[config.mk]
export PLATFORM = sky130hd
export DESIGN_NAME = masked_ripple_adder
export DESIGN_NICKNAME = d
export VERILOG_FILES = /design/src/rtl/masked_add_pkg.sv /design/src/rtl/ms_share_sum.sv /design/src/rtl/ms_share_maj.sv /design/src/rtl/ms_full_adder_cell.sv /design/src/rtl/masked_ripple_adder.sv
export SDC_FILE = /design/constraint.sdc
export NUM_CORES = 1
export LEC_CHECK = 0
export CAP_MARGIN = 30
export CORE_MARGIN = 2
export CORE_UTILIZATION = 45
export CTS_CLUSTER_DIAMETER = 150
export DETAILED_ROUTE_END_ITERATION = 16
export PLACE_DENSITY = 0.76
export SLEW_MARGIN = 20
export SYNTH_ARGS = -nofsm -noshare
export SYNTH_HDL_FRONTEND = slang
export SYNTH_SLANG_ARGS = --single-unit
[constraint.sdc]
create_clock -name clk -period 9.9 [get_ports clk]
set_clock_uncertainty 0.15 [all_clocks]
set_input_delay 0.99 -clock clk [delete_from_list [all_inputs] [get_ports clk]]
set_output_delay 0.99 -clock clk [all_outputs]
set_load 0.1 [all_outputs]
[src/rtl/masked_add_pkg.sv]
// Package: shared constants and component-function helpers for the
// three-share masked adder. Assumes Boolean (XOR) sharing.
package masked_add_pkg;

    // Number of shares; three is the minimum for first-order protection.
    localparam int unsigned SHARES = 3;

    // Component of a shared AND that omits one share index. Inputs are the
    // two remaining shares (p, q) of each operand.
    function automatic logic and_part(input logic xp, input logic xq,
                                      input logic yp, input logic yq);
        return (xp & yp) ^ (xp & yq) ^ (xq & yp);
    endfunction

endpackage

[src/rtl/ms_share_sum.sv]
// Module: share-wise sum bit. Each output share is the XOR of the matching
// input shares; XOR is linear, so a uniform input sharing stays uniform.
module ms_share_sum
    import masked_add_pkg::*;
(
    input  logic [SHARES-1:0] x_sh,
    input  logic [SHARES-1:0] y_sh,
    input  logic [SHARES-1:0] c_sh,
    output logic [SHARES-1:0] s_sh
);

    // Purpose: XOR the three operands within each share.
    always_comb begin
        s_sh = x_sh ^ y_sh ^ c_sh;
    end

endmodule

[src/rtl/ms_share_maj.sv]
// Module: directly shared three-input majority. Output share k is built only
// from input shares other than k (non-completeness). The three outputs XOR
// to maj(x,y,c). Assumes three shares; no randomness is added.
module ms_share_maj
    import masked_add_pkg::*;
(
    input  logic [SHARES-1:0] x_sh,
    input  logic [SHARES-1:0] y_sh,
    input  logic [SHARES-1:0] c_sh,
    output logic [SHARES-1:0] m_sh
);

    for (genvar k = 0; k < SHARES; k++) begin : g_comp
        localparam int P = (k + 1) % SHARES;
        localparam int Q = (k + 2) % SHARES;

        // Purpose: component k, the XOR of the three pairwise AND components.
        always_comb begin
            m_sh[k] = and_part(x_sh[P], x_sh[Q], y_sh[P], y_sh[Q])
                    ^ and_part(x_sh[P], x_sh[Q], c_sh[P], c_sh[Q])
                    ^ and_part(y_sh[P], y_sh[Q], c_sh[P], c_sh[Q]);
        end
    end

endmodule

[src/rtl/ms_full_adder_cell.sv]
// Module: one shared full-adder position. The sum goes through share-wise
// XOR; the carry goes through the direct majority sharing.
module ms_full_adder_cell
    import masked_add_pkg::*;
(
    input  logic [SHARES-1:0] a_sh,
    input  logic [SHARES-1:0] b_sh,
    input  logic [SHARES-1:0] ci_sh,
    output logic [SHARES-1:0] s_sh,
    output logic [SHARES-1:0] co_sh
);

    ms_share_sum u_sum (
        .x_sh (a_sh),
        .y_sh (b_sh),
        .c_sh (ci_sh),
        .s_sh (s_sh)
    );

    ms_share_maj u_maj (
        .x_sh (a_sh),
        .y_sh (b_sh),
        .c_sh (ci_sh),
        .m_sh (co_sh)
    );

endmodule

[src/rtl/masked_ripple_adder.sv]
// Module: WIDTH-bit three-share ripple-carry adder with registered outputs.
// Assumes every input arrives uniformly shared. Latency is one clock.
// Synchronous active-low reset clears all output shares.
module masked_ripple_adder
    import masked_add_pkg::*;
#(
    parameter int unsigned WIDTH = 8
) (
    input  logic                          clk,
    input  logic                          rst_n,
    input  logic [SHARES-1:0][WIDTH-1:0]  op_a_sh,
    input  logic [SHARES-1:0][WIDTH-1:0]  op_b_sh,
    input  logic [SHARES-1:0]             cin_sh,
    output logic [SHARES-1:0][WIDTH-1:0]  sum_sh,
    output logic [SHARES-1:0]             cout_sh
);

    localparam int unsigned CHAIN = WIDTH + 1;

    logic [CHAIN-1:0][SHARES-1:0]  carry_sh;
    logic [WIDTH-1:0][SHARES-1:0]  bit_sum_sh;
    logic [SHARES-1:0][WIDTH-1:0]  sum_next;

    assign carry_sh[0] = cin_sh;

    for (genvar i = 0; i < WIDTH; i++) begin : g_bit
        logic [SHARES-1:0] a_bit;
        logic [SHARES-1:0] b_bit;

        for (genvar k = 0; k < SHARES; k++) begin : g_pick
            assign a_bit[k]       = op_a_sh[k][i];
            assign b_bit[k]       = op_b_sh[k][i];
            assign sum_next[k][i] = bit_sum_sh[i][k];
        end

        ms_full_adder_cell u_cell (
            .a_sh  (a_bit),
            .b_sh  (b_bit),
            .ci_sh (carry_sh[i]),
            .s_sh  (bit_sum_sh[i]),
            .co_sh (carry_sh[i+1])
        );
    end

    // Purpose: register the shared sum and carry-out, isolating this stage.
    always_ff @(posedge clk) begin
        if (!rst_n) begin
            sum_sh  <= '0;
            cout_sh <= '0;
        end else begin
            sum_sh  <= sum_next;
            cout_sh <= carry_sh[CHAIN-1];
        end
    end

endmodule

==> qor.csv <==
metric;value;unit
distinct cell type count after synthesis;101;
Synth area leaders;xnor2_1 (11%), dfxtp_1 (10%), xor2_1 (6.1%);
DIE WIDTH;112;um
DPL Wire Length;9520;um
Nets;714;
DRC;0;
io pins;80;
most common cell in the netlist;xnor2_1;
max_cap viols;0;
synthesis-stage register bit count;27;
worst endpoint required time;9.91;ns
Area growth syn-to-layout;22.9;%
routed via count;4337;
number of port buffers;79;
Routed WL;11800;um
fin util;56.3;%
Compound-Gate Fraction of Synth Area;16.9;%
clock sink total;27;
Core Region;11400;sq um
Final Max Slew Viols;0;
Synth Area in Simple Gates;24.2;%
Worst Setup Start Kind;primary input;
status;finished clean;
adder-cell share of the synthesized area;5.77;%
Core Rows;39;
Starting Density;45.8;%
Hold Crit Class;primary input to register;
Async SR Flop Fraction;0;%
Final ANT Viol Nets;0;
syn nets;635;
# H-tree levels;1;
top post-synthesis cells by count;xnor2_1 (64), nand2_1 (43), xor2_1 (36);
DR pass1 iterations;4;
# diodes;0;
GR Util All Layers;18.7;%
root buffer selected by CTS;clkbuf_16;
vias in the first global route;4260;
DR iter-0 viols;141;
hold buffers post-CTS;0;
final worst path period need;9.47;ns
worst stage delay on the critical path;0.54;ns
post-synthesis mux area share;5.21;%
GRT Residual Overflow;0;
drt via density;5.57;
Post-synth EDFFs;0;
period utilization;95.6;%
syn_area_per_cell;9.33;sq um
die height;112;um
Main synth FF type;dfxtp_1;
Finished Layout Cells;779;
Bufs on Longest Clock Path;2;
Worst Max-Slew Pin Slew;0.993;ns
Hold Worst Slack;1.23;ns
share of the synthesized area in the top cell type;10.8;%
Final Setup Violations;0;
Data arrival, critical path;9.48;ns
layout cell share with drive strength beyond 1;17.1;%
Hold Fails Final Rpt;0;
full die area;12400;sq um
maximum number of pins on one net before global-route repair;24;
Slew headroom;33.6;%
cell accounting for the most synthesized area;xnor2_1;
Mapped Area;5210;sq um
Avg WL per Cell;15.1;um
CTS tree;built;
Crit Path Class;primary input to register;
Crit-path slowest cell;clkdlybuf4s50_1;
Cells after Synth;558;
Setup crit end kind;register;
placed insts;767;
worst-path fanout max;5;
Peak Freq;106;MHz
TritonCTS Buffers;3;
initial antenna violation count;0;
Synth Area in XOR/XNOR;33.4;%
GP Congestion;0.839;
clk slew on worst S/H paths;0.07;ns
Ys Warns;0;
post-synthesis sequential area ratio;10.4;%
largest family of logic cells by synthesized area;XOR/XNOR gates;
first-pass GRT wire length;20100;um
-- flip-flops by register name (all words and copies together), names as in the netlist --
name     count
sum_sh      24
cout_sh      3
-- worst paths after layout --
check	from	to	slack (ns)	depth (start not counted)
worst max-delay path	op_a_sh[0]	cout_sh[1]	0.43	31
worst min-delay path	op_b_sh[8]	sum_sh[8]	1.23	4
-- logic make-up after synthesis --
family          Yosys count
compound gates           92
xor+xnor                138
fa+ha+maj                24
buf+inv                  41
flops                    27
mux                      26
simple gates            210
-- worst max-delay path: cells and delay by family --
family / cells / cell delay (ns)
XOR/XNOR: 11 / 2.96
AO/OA/AOI/OAI: 9 / 2.24
AND/OR/NAND/NOR: 8 / 2.16
buffers and inverters: 1 / 0.54
multiplexers: 2 / 0.59
-- repair_timing --
| item | 4_1_cts | 5_1_grt |
|---|---|---|
| setup endpoints to repair | 0 | 4 |
| gates resized for setup | 0 | 22 |
| setup buffers | 0 | 8 |
-- area by class of cell --
cell class,count,area (sq um)
repair buffers,96,948
clock buffers,3,75.1
flip-flops and latches,27,541
fillers,989,4970
well taps,143,179
clock inverters,1,7.51
inverters,19,71.3
multi-input cells,490,4580
-- cell usage in the layout (no fill, tap or decap), types with 8 or more instances in the layout --
cell / Yosys / layout
clkdlybuf4s50_1: 0 / 75
xnor3_1: 10 / 9
nor3b_1: 10 / 10
inv_1: 19 / 19
o211ai_1: 10 / 10
nor3_1: 11 / 11
nor2_1: 15 / 15
nand2_1: 43 / 43
buf_4: 4 / 15
o21ai_0: 8 / 8
and2_1: 21 / 21
xor2_1: 36 / 35
ha_1: 24 / 24
nand4_1: 8 / 8
a21oi_1: 9 / 9
xnor2_1: 64 / 61
nand2b_1: 10 / 10
nand3_1: 15 / 15
dfxtp_1: 27 / 27
nor2b_1: 16 / 16
mux2i_1: 19 / 18
-- through the flow --
stage               setup TNS, ns  instance area [sq um]  setup WS (ns)
floorplan                       0                   5210          0.940
finish                          0                   6400          0.432
global placement                0                   6090          0.189
global route              -0.0506                   6400        -0.0506
CTS                             0                   6190          0.217
detailed placement        -0.0491                   6110        -0.0491
-- per-layer routing --
layer | up-vias | wire length [um] | part of all wire (%) | GRT usage (%)
li1 | 2165 | - | - | -
met1 | 2031 | 5140 | 44 | 24.4
met2 | 131 | 6010 | 51 | 34.6
met3 | 10 | 521 | 4.4 | 1.47
met4 | 0 | 86 | 0.73 | 2.55
met5 | - | 0 | 0 | 0
Power is not shown: default switching activity piles up to over one toggle a cycle in this logic, so the estimate is an artifact.
